[config.mk]
export PLATFORM = sky130hd
export DESIGN_NAME = eeprom_burst_reader
export DESIGN_NICKNAME = d
export VERILOG_FILES = /design/src/rtl/eeprom_rd_pkg.sv /design/src/rtl/i2c_quarter_tick.sv /design/src/rtl/i2c_bus_watch.sv /design/src/rtl/eeprom_burst_reader.sv
export SDC_FILE = /design/constraint.sdc
export NUM_CORES = 1
export LEC_CHECK = 0
export BUFFER_PORTS_ARGS = -buffer_cell sky130_fd_sc_hd__buf_2
export CELL_PAD_IN_SITES_DETAIL_PLACEMENT = 1
export CELL_PAD_IN_SITES_GLOBAL_PLACEMENT = 1
export CORE_ASPECT_RATIO = 1.2
export CORE_MARGIN = 10
export CORE_UTILIZATION = 48
export CTS_CLUSTER_DIAMETER = 80
export CTS_CLUSTER_SIZE = 28
export DETAILED_ROUTE_END_ITERATION = 7
export PLACE_DENSITY = 0.86
export REMOVE_ABC_BUFFERS = 1
export SLEW_MARGIN = 20
export SYNTH_ARGS = -nofsm -noshare
export SYNTH_HDL_FRONTEND = slang
export SYNTH_SLANG_ARGS = --single-unit
[constraint.sdc]
create_clock -name clk -period 5.15 [get_ports clk]
set_input_delay 1.545 -clock clk [delete_from_list [all_inputs] [get_ports clk]]
set_output_delay 1.545 -clock clk [all_outputs]
set_load 0.02 [all_outputs]
[src/rtl/eeprom_rd_pkg.sv]
package eeprom_rd_pkg;

    typedef enum logic [2:0] {
        S_IDLE,
        S_WAIT,
        S_START,
        S_TX,
        S_RX,
        S_STOP
    } rd_state_e;

    localparam logic [7:0] DEV_WRITE = 8'hA0;
    localparam logic [7:0] DEV_READ  = 8'hA1;

    // byte sent in the addressing phase, selected by slot number
    function automatic logic [7:0] addr_phase_byte(input logic [1:0] slot, input logic [15:0] word);
        case (slot)
            2'd0:    return DEV_WRITE;
            2'd1:    return word[15:8];
            2'd2:    return word[7:0];
            default: return DEV_READ;
        endcase
    endfunction

endpackage

[src/rtl/i2c_quarter_tick.sv]
module i2c_quarter_tick #(
    parameter int DIV_W = 8
) (
    input  logic             clk,
    input  logic             rst_n,
    input  logic             run_i,
    input  logic [DIV_W-1:0] div_i,
    output logic             tick_o
);
    typedef struct packed {
        logic [DIV_W-1:0] cnt;
    } tick_reg_t;

    tick_reg_t r_q, r_d;

    always_comb begin
        r_d = r_q;
        if (!run_i)              r_d.cnt = '0;
        else if (r_q.cnt == div_i) r_d.cnt = '0;
        else                     r_d.cnt = r_q.cnt + 1'b1;
    end

    always_ff @(posedge clk or negedge rst_n) begin
        if (!rst_n) r_q <= '0;
        else        r_q <= r_d;
    end

    assign tick_o = run_i && (r_q.cnt == div_i);

endmodule

[src/rtl/i2c_bus_watch.sv]
module i2c_bus_watch (
    input  logic clk,
    input  logic rst_n,
    input  logic scl_i,
    input  logic sda_i,
    output logic free_o
);
    typedef struct packed {
        logic scl;
        logic sda;
        logic busy;
    } watch_reg_t;

    watch_reg_t r_q, r_d;

    always_comb begin
        r_d     = r_q;
        r_d.scl = scl_i;
        r_d.sda = sda_i;
        if (r_q.scl && scl_i && r_q.sda && !sda_i)      r_d.busy = 1'b1;
        else if (r_q.scl && scl_i && !r_q.sda && sda_i) r_d.busy = 1'b0;
    end

    always_ff @(posedge clk or negedge rst_n) begin
        if (!rst_n) r_q <= '{scl: 1'b1, sda: 1'b1, busy: 1'b0};
        else        r_q <= r_d;
    end

    assign free_o = !r_q.busy && scl_i && sda_i;

endmodule

[src/rtl/eeprom_burst_reader.sv]
module eeprom_burst_reader
    import eeprom_rd_pkg::*;
#(
    parameter int CNT_W = 8,
    parameter int DIV_W = 8
) (
    input  logic             clk,
    input  logic             rst_n,
    input  logic             start_i,
    input  logic [15:0]      addr_i,
    input  logic [CNT_W-1:0] count_i,
    input  logic [DIV_W-1:0] div_i,
    input  logic             scl_i,
    input  logic             sda_i,
    output logic             scl_oe_o,
    output logic             sda_oe_o,
    output logic [7:0]       data_o,
    output logic             valid_o,
    output logic             done_o,
    output logic             err_o
);
    localparam logic [3:0] ACK_SLOT = 4'd8;

    typedef struct packed {
        rd_state_e        st;
        logic [1:0]       ph;
        logic [3:0]       bitn;
        logic [1:0]       slot;
        logic [7:0]       sh;
        logic [CNT_W-1:0] rem;
        logic [15:0]      word;
        logic             fail;
        logic             scl_oe;
        logic             sda_oe;
        logic [7:0]       data;
        logic             valid;
        logic             done;
        logic             err;
    } rd_reg_t;

    rd_reg_t r_q, r_d;
    logic    tick;
    logic    bus_free;
    logic    run;

    assign run = (r_q.st == S_START) || (r_q.st == S_TX) ||
                 (r_q.st == S_RX)    || (r_q.st == S_STOP);

    i2c_quarter_tick #(.DIV_W(DIV_W)) u_tick (
        .clk    (clk),
        .rst_n  (rst_n),
        .run_i  (run),
        .div_i  (div_i),
        .tick_o (tick)
    );

    i2c_bus_watch u_watch (
        .clk    (clk),
        .rst_n  (rst_n),
        .scl_i  (scl_i),
        .sda_i  (sda_i),
        .free_o (bus_free)
    );

    always_comb begin
        r_d       = r_q;
        r_d.valid = 1'b0;
        r_d.done  = 1'b0;
        r_d.err   = 1'b0;
        unique case (r_q.st)
            S_IDLE: begin
                if (start_i) begin
                    if (count_i == '0) begin
                        r_d.done = 1'b1;
                    end else begin
                        r_d.st   = S_WAIT;
                        r_d.word = addr_i;
                        r_d.rem  = count_i;
                        r_d.slot = 2'd0;
                        r_d.fail = 1'b0;
                    end
                end
            end
            S_WAIT: begin
                if (bus_free) begin
                    r_d.st     = S_START;
                    r_d.ph     = 2'd0;
                    r_d.scl_oe = 1'b1;
                end
            end
            S_START: begin
                if (tick) begin
                    r_d.ph = r_q.ph + 2'd1;
                    case (r_q.ph)
                        2'd0: r_d.sda_oe = 1'b0;
                        2'd1: r_d.scl_oe = 1'b0;
                        2'd2: r_d.sda_oe = 1'b1;
                        default: begin
                            r_d.st     = S_TX;
                            r_d.bitn   = '0;
                            r_d.sh     = addr_phase_byte(r_q.slot, r_q.word);
                            r_d.scl_oe = 1'b1;
                        end
                    endcase
                end
            end
            S_TX: begin
                if (tick) begin
                    r_d.ph = r_q.ph + 2'd1;
                    case (r_q.ph)
                        2'd0: r_d.sda_oe = (r_q.bitn == ACK_SLOT) ? 1'b0 : !r_q.sh[7];
                        2'd1: r_d.scl_oe = 1'b0;
                        2'd2: ;
                        default: begin
                            r_d.scl_oe = 1'b1;
                            if (r_q.bitn != ACK_SLOT) begin
                                r_d.sh   = {r_q.sh[6:0], 1'b0};
                                r_d.bitn = r_q.bitn + 4'd1;
                            end else if (sda_i) begin
                                r_d.fail = 1'b1;
                                r_d.st   = S_STOP;
                            end else if (r_q.slot == 2'd2) begin
                                r_d.slot = 2'd3;
                                r_d.st   = S_START;
                            end else if (r_q.slot == 2'd3) begin
                                r_d.st   = S_RX;
                                r_d.bitn = '0;
                            end else begin
                                r_d.slot = r_q.slot + 2'd1;
                                r_d.sh   = addr_phase_byte(r_q.slot + 2'd1, r_q.word);
                                r_d.bitn = '0;
                            end
                        end
                    endcase
                end
            end
            S_RX: begin
                if (tick) begin
                    r_d.ph = r_q.ph + 2'd1;
                    case (r_q.ph)
                        2'd0: r_d.sda_oe = (r_q.bitn == ACK_SLOT) ? (r_q.rem != '0) : 1'b0;
                        2'd1: r_d.scl_oe = 1'b0;
                        2'd2: ;
                        default: begin
                            r_d.scl_oe = 1'b1;
                            if (r_q.bitn != ACK_SLOT) begin
                                r_d.sh   = {r_q.sh[6:0], sda_i};
                                r_d.bitn = r_q.bitn + 4'd1;
                                if (r_q.bitn == 4'd7) begin
                                    r_d.valid = 1'b1;
                                    r_d.data  = {r_q.sh[6:0], sda_i};
                                    r_d.rem   = r_q.rem - 1'b1;
                                end
                            end else begin
                                r_d.bitn = '0;
                                if (r_q.rem == '0) r_d.st = S_STOP;
                            end
                        end
                    endcase
                end
            end
            S_STOP: begin
                if (tick) begin
                    r_d.ph = r_q.ph + 2'd1;
                    case (r_q.ph)
                        2'd0: r_d.sda_oe = 1'b1;
                        2'd1: r_d.scl_oe = 1'b0;
                        2'd2: r_d.sda_oe = 1'b0;
                        default: begin
                            r_d.st   = S_IDLE;
                            r_d.done = 1'b1;
                            r_d.err  = r_q.fail;
                        end
                    endcase
                end
            end
            default: r_d.st = S_IDLE;
        endcase
    end

    always_ff @(posedge clk or negedge rst_n) begin
        if (!rst_n) r_q <= '{st: S_IDLE, default: '0};
        else        r_q <= r_d;
    end

    assign scl_oe_o = r_q.scl_oe;
    assign sda_oe_o = r_q.sda_oe;
    assign data_o   = r_q.data;
    assign valid_o  = r_q.valid;
    assign done_o   = r_q.done;
    assign err_o    = r_q.err;


    zero_count_chk: assert property (@(posedge clk) disable iff (!rst_n)
        (r_q.st == S_IDLE && start_i && count_i == '0) |=> (done_o && !err_o && !scl_oe_o));


    wait_quiet_chk: assert property (@(posedge clk) disable iff (!rst_n)
        (r_q.st == S_WAIT) |-> (!scl_oe_o && !sda_oe_o));


    valid_pulse_chk: assert property (@(posedge clk) disable iff (!rst_n)
        valid_o |=> !valid_o);


    err_with_done_chk: assert property (@(posedge clk) disable iff (!rst_n)
        err_o |-> done_o);


    sda_steady_chk: assert property (@(posedge clk) disable iff (!rst_n)
        (!scl_oe_o && !$past(scl_oe_o) && (sda_oe_o != $past(sda_oe_o)))
            |-> ($past(r_q.st) == S_START || $past(r_q.st) == S_STOP));


    idle_release_chk: assert property (@(posedge clk) disable iff (!rst_n)
        (r_q.st == S_IDLE) |-> (!scl_oe_o && !sda_oe_o && !valid_o));

endmodule

==> key figures <==
Synth
  – Flop and latch count out of synthesis: around 70
  – Post-Synth Simple-Gate Area: a little over a fifth
  – Distinct cells, synth: 63
  – Fraction of synthesized area in multiplexers: roughly 5.7%
  – Main combinational cell family by area after synthesis: simple AND/OR/NAND/NOR gates
  – Ys Warns: 0
  – Synth Area in Adders: 4.23%
  – Area of the mapped netlist: 4080 µm²
  – Syn avg cell area: 9.30 µm²
  – Register area share after synthesis: 41.8%
  – Xor-xnor portion of the synthesized cell area: 3.22%
  – Async set-reset flop share out of synthesis: 100%
  – Number of flops mapped to enable cells by yosys: 0
  – Synthesized instance count: 439
  – Commonest register cell after synthesis: dfrtp_1
  – Complex-gate fraction of the synthesized area: 17.6%

Final layout
  – Design area: approximately 4600 µm²
  – ANT cells: 0
  – Nets: 518
  – Commonest non-fill, non-tap cell in the layout: nand2_1
  – Most frequent cells in the layout: 68 x nand2_1, 66 x dfrtp_1, 49 x buf_2
  – Fin util: 56.2%
  – Fraction of layout cells with a size suffix above 1: 20.3%
  – P&R area growth vs syn: 12.9%
  – Non-Filler Instances: between 500 and 600

Placed design
  – Port Buf Inserts: 49
  – Place WS: 1.58 ns
  – Cell Area, Placed: 4310 µm²
  – HPWL Detailed: around 7.7 mm
  – DP Cell Count: 571
  – GPL Wtd Cong: 0.808

CTS
  – CTS tree: done
  – Postcts setup bufs: 0
  – CTS-repair resized insts: 0
  – Hold bufs inserted after CTS: 0
  – H-tree Lvls: 3
  – Root Buffer: clkbuf_8
  – Reg clk slew, reported paths: 0.08 ns
  – Total clock sinks: a little under 70
  – Clock buffer count from CTS: 9
  – Longest Clk Path Bufs: 2
  – Clk Latency, worst-skew pair: 0.36 ns

STA
  – RSZ-0062 raised after global routing: false
  – Final setup skew: 0.00866 ns
  – Max-slew violation count: 0
  – Post-Route Setup TNS: 0 ns
  – Worst Tran Pin Value: roughly 0.84 ns
  – Fin crit share: 62.9%
  – Post-layout min period: 3.24 ns
  – Max Clk Rate: 309 MHz
  – Final Hold Fails: 0
  – Final setup vio count: 0
  – Slew headroom: 44.3%
  – Crit path setup slack, layout: 1.91 ns

Floorplanning
  – Top Ports: 50
  – Row count: 36
  – Die area: about 13000 µm²
  – Die width: ~100 µm
  – Initial core utilization: about half
  – Die Ht: 121 µm
  – Core Region: 8200 µm²

Critical path
  – Worst Path Max Fanout: 10
  – CP Data Arrival Time: ~3.5 ns
  – Crit-path cells: buf_2 > xor2_1 > nor4_4 > nand3_2 > or4_1 > a32o_1
  – CP endpoint kind: register
  – CP max-delay cell: or4_1
  – Slowest stage delay, CP: 0.59 ns
  – CP Class: in -> reg
  – Data required time of the worst path: ~5.4 ns
  – Crit start category: input port

Pwr
  – Pleak: 2.14 nW
  – Clock power share: 31.9%
  – Seq pwr share: between 30% and 40%
  – Combinational Power Share: 28.8%
  – Sw Share: 35.8%
  – Cell Pwr Density: 449 nW/µm²
  – Max IR drop VDD: 0.000219 V
  – Cell internal pwr: between 0.001 and 0.0015 W
  – Net switching power: 0.000741 W

Global route
  – Gr ovfl total: 0
  – Maximum number of pins on one net before global-route repair: between 40 and 50
  – Initial antenna violation count: 0
  – All-Layer GR Usage: 18.4%
  – First-pass GRT wire length: 19.0 mm
  – Vias in the first global route: 3831

Drt
  – Routed WL: about 11 mm
  – Final ANT Viol Nets: 0
  – Post-route DRC violation count: 0
  – Vias: approximately 3600
  – DR WL/cell: 19.4 µm
  – DR vias/cell: 6.08
  – Drt pass-1 iters: 5
  – DR iter-0 viols: 102

Worst hold path
  – Worst min path class: reg -> reg

Run
  – Maxcap violations: 0

Status
  – Outcome: completed
## power by group through the flow
stage	sequential, W	clock [W]	combinational (W)
floorplan	0.000773	0	0.000422
finish	0.000812	0.000660	0.000597
global route	0.000835	0.000688	0.000671
detailed placement	0.000814	0	0.000578
global placement	0.000803	0	0.000555
CTS	0.000809	0.000665	0.000598
## worst max-delay path, delay by kind of cell
family          cells  cell delay (ns)
buf+inv             1             0.10
xor+xnor            1             0.19
compound gates      1             0.27
simple gates        3             1.36
## metrics by stage
stage	hold slack [ns]	total power (W)
2_1_floorplan	0.451	0.00120
3_3_place_gp	0.466	0.00136
3_5_place_dp	0.472	0.00139
4_1_cts	0.490	0.00207
5_1_grt	0.524	0.00219
6_report	0.491	0.00207
## per-layer routing
layer | vias up | GRT usage (%) | part of all wire, %
met1 | 1791 | 20.3 | 40
met3 | 30 | 3.45 | 4.2
met5 | - | 0 | 0
met2 | 106 | 32.7 | 52
li1 | 1641 | - | -
met4 | 0 | 10.6 | 2.9
## flip-flops by register name, summed over array words and instances (netlist names)
name and cells:
r_q 44, err_o 1, u_watch.r_q 3, scl_oe_o 1
data_o 8, u_tick.r_q 8, done_o 1, valid_o 1
sda_oe_o 1
## synth_stat cells (7+ instances only)
| master | number | area share (%) |
|---|---|---|
| buf_4 | 8 | 1.5 |
| nor3_1 | 13 | 1.6 |
| and3_1 | 8 | 1.2 |
| ha_1 | 13 | 4.0 |
| a21oi_1 | 13 | 1.6 |
| inv_1 | 16 | 1.5 |
| nand3_1 | 18 | 2.2 |
| nand2_1 | 68 | 6.3 |
| nor2_1 | 23 | 2.1 |
| a22oi_1 | 12 | 2.2 |
| dfrtp_1 | 66 | 40 |
| mux2_2 | 17 | 4.7 |
| a32o_1 | 7 | 1.7 |
| clkbuf_1 | 17 | 1.6 |
| xor2_1 | 13 | 2.8 |
| o21ai_0 | 17 | 2.1 |
## cell type report
| class | instances | area (µm²) |
|---|---|---|
| fill | 969 | 3590 |
| multi-input combinational | 322 | 2140 |
| sequential | 68 | 1700 |
| timing repair buffer | 51 | 260 |
| clock inverter | 6 | 159 |
| tap | 114 | 143 |
| clock buffer | 10 | 138 |
| inverter | 16 | 60.1 |
## path summary, 6_finish.rpt
kind | cells after the start | to | slack (ns) | start
worst max register to register | 5 | r_q[54]$_DFFE_PN0P_ | 2.01 | r_q[55]$_DFFE_PN0P_
worst max-delay path | 6 | r_q[37]$_DFFE_PN0P_ | 1.91 | div_i[3]
worst min register to register | 2 | r_q[13]$_DFFE_PN0P_ | 0.49 | r_q[13]$_DFFE_PN0P_
min in group asynchronous | 1 | r_q[29]$_DFFE_PN0P_ | 1.16 | rst_n
max in group asynchronous | 2 | r_q[31]$_DFFE_PN0P_ | 2.99 | rst_n
worst min-delay path | 2 | r_q[13]$_DFFE_PN0P_ | 0.49 | r_q[13]$_DFFE_PN0P_
## logic make-up (layout without fill, tap and decap cells)
logic type / count (synthesis) / in the layout
buffers and inverters: 49 / 83
AO/OA/AOI/OAI: 100 / 100
XOR/XNOR: 15 / 15
multiplexers: 21 / 21
AND/OR/NAND/NOR: 172 / 172
flip-flops: 68 / 68
adder cells (fa/ha/maj): 14 / 14
Power figures use the tool's default switching activity.
